### config.mk
export PLATFORM = sky130hd
export DESIGN_NAME = branch_link_eval
export DESIGN_NICKNAME = d
export VERILOG_FILES = /design/src/rtl/brl_pkg.sv /design/src/rtl/brl_cond_check.sv /design/src/rtl/brl_next_pc.sv /design/src/rtl/branch_link_eval.sv
export SDC_FILE = /design/constraint.sdc
export NUM_CORES = 1
export LEC_CHECK = 0
export ABC_CLOCK_PERIOD_IN_PS = 2000
export BUFFER_PORTS_ARGS = -buffer_cell sky130_fd_sc_hd__buf_4
export CAP_MARGIN = 25
export CORE_AREA = 4 4 101 103
export DETAILED_ROUTE_END_ITERATION = 8
export DIE_AREA = 0 0 105 107
export PLACE_DENSITY = 0.71
export SKIP_CTS_REPAIR_TIMING = 1
export SLEW_MARGIN = 10
export SYNTH_ARGS = -nofsm -noshare
export SYNTH_HDL_FRONTEND = slang
export SYNTH_SLANG_ARGS = --single-unit
### constraint.sdc
create_clock -name clk -period 2 [get_ports clk]
set_input_delay 0.2 -clock clk [delete_from_list [all_inputs] [get_ports clk]]
set_output_delay 0.2 -clock clk [all_outputs]
set_load 0.005 [all_outputs]
### src/rtl/brl_pkg.sv
// Package: shared widths and the condition code encoding of the branch unit.
// Assumes the condition code is a 3-bit field; codes 6 and 7 are spare.
package brl_pkg;
    localparam int CODE_W = 3;

    typedef enum logic [CODE_W-1:0] {
        CND_NEVER   = 3'd0,
        CND_ALWAYS  = 3'd1,
        CND_ZERO    = 3'd2,
        CND_NONZERO = 3'd3,
        CND_NONNEG  = 3'd4,
        CND_NEG     = 3'd5
    } cond_e;
endpackage

### src/rtl/brl_cond_check.sv
// Module: brl_cond_check
// Evaluates one of six register tests selected by a 3-bit code.
// Purely combinational. Assumes the sign bit is the value's MSB.
// Spare codes (6, 7) evaluate as false.
module brl_cond_check #(
    parameter int DATA_W = 32
) (
    input  logic [brl_pkg::CODE_W-1:0] code,
    input  logic [DATA_W-1:0]          value,
    output logic                       hit
);
    import brl_pkg::*;

    localparam int SIGN_BIT = DATA_W - 1;

    logic is_zero;
    logic is_neg;

    // Derive the two flags every test is built from.
    always_comb begin
        is_zero = (value == '0);
        is_neg  = value[SIGN_BIT];
    end

    // Select the test named by the code; unknown codes never hit.
    always_comb begin
        case (code)
            CND_ALWAYS:  hit = 1'b1;
            CND_ZERO:    hit = is_zero;
            CND_NONZERO: hit = !is_zero;
            CND_NONNEG:  hit = !is_neg;
            CND_NEG:     hit = is_neg;
            default:     hit = 1'b0;
        endcase
    end
endmodule

### src/rtl/brl_next_pc.sv
// Module: brl_next_pc
// Chooses the fetch address: the register target when taken, otherwise
// the incremented PC. Combinational; no offset arithmetic is performed.
module brl_next_pc #(
    parameter int DATA_W = 32
) (
    input  logic              take,
    input  logic [DATA_W-1:0] target,
    input  logic [DATA_W-1:0] seq_pc,
    output logic [DATA_W-1:0] fetch_pc
);
    // Two-way select between jump target and sequential address.
    always_comb begin
        fetch_pc = take ? target : seq_pc;
    end
endmodule

### src/rtl/branch_link_eval.sv
// Module: branch_link_eval (top)
// Decides a register-target branch, picks the next PC and issues the link
// write. Decision logic is combinational; results are registered once, so
// they appear one cycle after the strobe. Synchronous active-low reset.
// Assumes the strobe is a single-cycle pulse per branch.
module branch_link_eval #(
    parameter int DATA_W = 32
) (
    input  logic                       clk,
    input  logic                       rst_n,
    input  logic                       instr_valid,
    input  logic [brl_pkg::CODE_W-1:0] cond_code,
    input  logic                       link_flag,
    input  logic [DATA_W-1:0]          cond_val,
    input  logic [DATA_W-1:0]          target_val,
    input  logic [DATA_W-1:0]          pc_in,
    output logic                       res_valid,
    output logic                       taken,
    output logic [DATA_W-1:0]          next_pc,
    output logic                       link_we,
    output logic [DATA_W-1:0]          link_data
);
    import brl_pkg::*;

    logic              cond_hit;
    logic [DATA_W-1:0] sel_pc;

    brl_cond_check #(.DATA_W(DATA_W)) u_cond (
        .code  (cond_code),
        .value (cond_val),
        .hit   (cond_hit)
    );

    brl_next_pc #(.DATA_W(DATA_W)) u_npc (
        .take     (cond_hit),
        .target   (target_val),
        .seq_pc   (pc_in),
        .fetch_pc (sel_pc)
    );

    // Capture the decision on a strobe; flags drop on idle cycles.
    always_ff @(posedge clk) begin
        if (!rst_n) begin
            res_valid <= 1'b0;
            taken     <= 1'b0;
            link_we   <= 1'b0;
            next_pc   <= '0;
            link_data <= '0;
        end else if (instr_valid) begin
            res_valid <= 1'b1;
            taken     <= cond_hit;
            link_we   <= link_flag;
            next_pc   <= sel_pc;
            link_data <= pc_in;
        end else begin
            res_valid <= 1'b0;
            taken     <= 1'b0;
            link_we   <= 1'b0;
        end
    end

    // Idle cycles carry no decision or write.
    assert_idle_quiet_R2: assert property (@(posedge clk) disable iff (!rst_n)
        !res_valid |-> (!taken && !link_we));

    // Never and spare codes do not branch.
    assert_never_codes_R3: assert property (@(posedge clk) disable iff (!rst_n)
        (res_valid && ($past(cond_code) == 3'd0 || $past(cond_code) == 3'd6
                       || $past(cond_code) == 3'd7)) |-> !taken);

    // The always code branches.
    assert_always_code_R4: assert property (@(posedge clk) disable iff (!rst_n)
        (res_valid && $past(cond_code) == 3'd1) |-> taken);

    // Zero test follows the captured condition value.
    assert_zero_test_R5: assert property (@(posedge clk) disable iff (!rst_n)
        (res_valid && $past(cond_code) == 3'd2) |-> (taken == ($past(cond_val) == '0)));

    // Negative test follows the captured sign bit.
    assert_neg_test_R6: assert property (@(posedge clk) disable iff (!rst_n)
        (res_valid && $past(cond_code) == 3'd5) |-> (taken == $past(cond_val[DATA_W-1])));

    // Taken branches jump to the register target.
    assert_taken_target_R7: assert property (@(posedge clk) disable iff (!rst_n)
        (res_valid && taken) |-> (next_pc == $past(target_val)));

    // Untaken branches keep the incremented PC.
    assert_fall_through_R8: assert property (@(posedge clk) disable iff (!rst_n)
        (res_valid && !taken) |-> (next_pc == $past(pc_in)));

    // Link writes carry the incremented PC of a real strobe.
    assert_link_data_R9: assert property (@(posedge clk) disable iff (!rst_n)
        link_we |-> (res_valid && link_data == $past(pc_in)));
endmodule

==> impl_metrics.csv <==
group,metric,value,unit
critical_path,slowest_delay,0.59,ns
die,num_rows,35,
yosys,syn-num-nets,425,
yosys,avgSynthCellArea,9.88,um2
sta,slew_headroom,0.540,
placement,portBuffers,169,
pwr,p_leak,2.09,nW
sta,period_share,0.836,
die,fp.dieH,107,um
placement,gp_congestion,0.732,
sta,clock_skew,0,ns
yosys,synth-seq-cells,67,
yosys,yosys_warnings,0,
clock_tree,cts_root_buffer,"clkbuf_8",
die,die_area,11200,um2
critical_path,critPathRequiredTime,2.26,ns
route,ant_nets,0,
critical_path,path_class,"in -> reg",
yosys,muxShareOfSynthArea,0.101,
critical_path,crit_path_max_fanout,33,
sta,finalHoldViolations,0,
route,num_vias,3157,
yosys,synthXorXnorAreaFrac,0,
clock_tree,h-tree-depth,3,
cells_and_area,final_layout_size_suffix_gt1_frac,0.418,
placement,pre_cts_ws,0.0202,ns
hold_path,hold_path.class,"in -> reg",
route,drt_iter0_markers,116,
route,drt_wl_total,9700,um
die,ioPinCount,170,
sta,maxSlewViolCount,0,
critical_path,slowest_stage,"a21o_2",
pwr,vdd_drop_max,0.000361,V
die,start_util,0.346,
die,coreArea,9200,um2
sta,worstMarginPinSlew,0.690,ns
sta,layout_setup_ws,0.328,ns
global_routing,grt_overflow,0,
sta,hold_ws,0.131,ns
sta,post-route-min-period,1.67,ns
yosys,synth_fa_ha_area_frac,0,
yosys,yosys.area_share.simple,0.171,
sta,fin_tns_setup,0,ns
cells_and_area,insertedDiodeCount,0,
global_routing,grt_pass1_wl,15500,um
clock_tree,insertion_delay,0.33,ns
clock_tree,cts_num_sinks,67,
die,die_x,105,um
clock_tree,clk_pin_slew,0.07,ns
yosys,yosysSeqAreaShare,0.422,
critical_path,cp-end-kind,"flip-flop",
job,cap_violations,0,
clock_tree,cts_buffers,9,
route,wire_per_inst,16.5,um
cells_and_area,n_fill_cell,878,
global_routing,antenna_found_initial,0,
yosys,synthCells,322,
placement,dpl_cell_area,4380,um2
global_routing,grt_max_degree,67,
global_routing,grt_pass1_vias,3182,
placement,place_hpwl,6950,um
sta,setup_viol,0,
pwr,powerDensity,734,nW/um2
sta,rsz0062_at_grt,"no",
critical_path,crit_path_start_kind,"input pin",
cells_and_area,syn2layout_area_growth,44.6,%
critical_path,worst_ep_arrival_time,1.93,ns
sta,fmax,598,MHz
status,status,"finished, final reports clean",
yosys,synth_compound_area_frac,0.204,
route,dr.pass1.iters,4,
critical_path,path_cells,"buf_4 -> or3b_2 -> a21oi_1 -> a21o_2 -> o31ai_1 -> a31oi_1",
route,drc,0,
yosys,synth_top_family_by_area,"compound AO/OA/AOI/OAI gates",
cells_and_area,post-route-cell-area,4600,um2
route,viasPerCell,5.36,
yosys,synth.distinct_cells,34,
yosys,netlist_area,3180,um2
cells_and_area,num-nets-final,576,
clock_tree,clockBufferDepth,2,
global_routing,gr-usage-all-layers,0.169,
clock_tree,cts_tree,"built",
## placed cells by master, fill, tap and decap left out, types with 2 or more instances in the layout
cell type	instances
a31oi_1	32
and3_1	2
and4_1	2
buf_12	4
buf_4	173
bufinv_16	2
clkbuf_8	9
clkinv_4	3
dfxtp_1	67
mux2i_1	32
nand4_1	33
nor2b_1	33
nor4_1	5
o21ai_0	32
o31ai_1	32
## where the power goes
part           leakage, nW  internal (mW)  switching [mW]  total [mW]
combinational         1.42          0.364           0.275       0.640
sequential           0.555           1.43          0.0455        1.47
clock                0.114          0.711           0.552        1.26
total                 2.09           2.50           0.873        3.37
## logic make-up after synthesis
logic type             count (synthesis)
AO/OA/AOI/OAI                        102
buffers and inverters                 37
flip-flops                            67
multiplexers                          32
AND/OR/NAND/NOR                       84
## path summary, 6_finish.rpt
kind           startpoint  slack [ns]  cells past startpoint            to
max          cond_val[31]        0.33                      6    next_pc[3]
min             link_flag        0.13                      2       link_we
max reg2reg   next_pc[20]        1.33                      2   next_pc[20]
min reg2reg  link_data[7]        0.52                      2  link_data[7]
## cell usage after synthesis, drive strengths merged
library cell   instances  share of area
dfxtp                 67           0.42
nand4                 33          0.065
nor2b                 33          0.065
a31oi                 32          0.063
mux2i                 32           0.10
o21ai                 32          0.050
o31ai                 32          0.076
clkbuf                19          0.048
buf                   13          0.039
nor4                   5         0.0098
a21oi                  2         0.0031
and3                   2         0.0039
and4                   2         0.0055
clkdlybuf4s50          2         0.0071
nor3                   2         0.0067
a21bo                  1         0.0031
a21boi                 1         0.0035
a21o                   1         0.0028
and2                   1         0.0020
clkdlybuf4s15          1         0.0031
dlygate4sd1            1         0.0028
dlygate4sd3            1         0.0031
nand2                  1         0.0012
nand3                  1         0.0016
nor2                   1         0.0012
nor4b                  1         0.0028
o31a                   1         0.0028
or3b                   1         0.0028
or4                    1         0.0035
## metrics by stage
stage / power (mW) / cells / util
final: 3.37 / 589 / 0.500
after global routing: 3.54 / 589 / 0.500
after CTS: 3.42 / 589 / 0.500
after detailed placement: 2.15 / 573 / 0.476
after global placement: 2.13 / 573 / 0.476
after floorplan: 1.79 / 322 / -
## sequential cells by signal, summed over array words and instances (netlist names)
register and cells:
link_data 32, next_pc 32, link_we 1, res_valid 1
taken 1
## routing by layer
layer	up-vias	wire length [um]	track usage
li1	1533	-	-
met1	1466	3940	0.197
met2	150	4780	0.292
met3	8	888	0.0620
met4	0	96	0.0431
met5	-	0	0
## worst max-delay path, delay by kind of cell
family / cells / cell delay [ns]
buf+inv: 1 / 0.12
simple gates: 1 / 0.45
compound gates: 4 / 1.14
## final cells by class
type | count | area [um2] | area share
timing repair buffer | 177 | 1380 | 0.300
multi-input combinational | 218 | 1520 | 0.330
sequential | 67 | 1340 | 0.292
tap | 111 | 139 | 0.0302
clock buffer | 9 | 124 | 0.0269
clock inverter | 7 | 100 | 0.0218
Note: power is estimated with default switching activity, not from simulation.
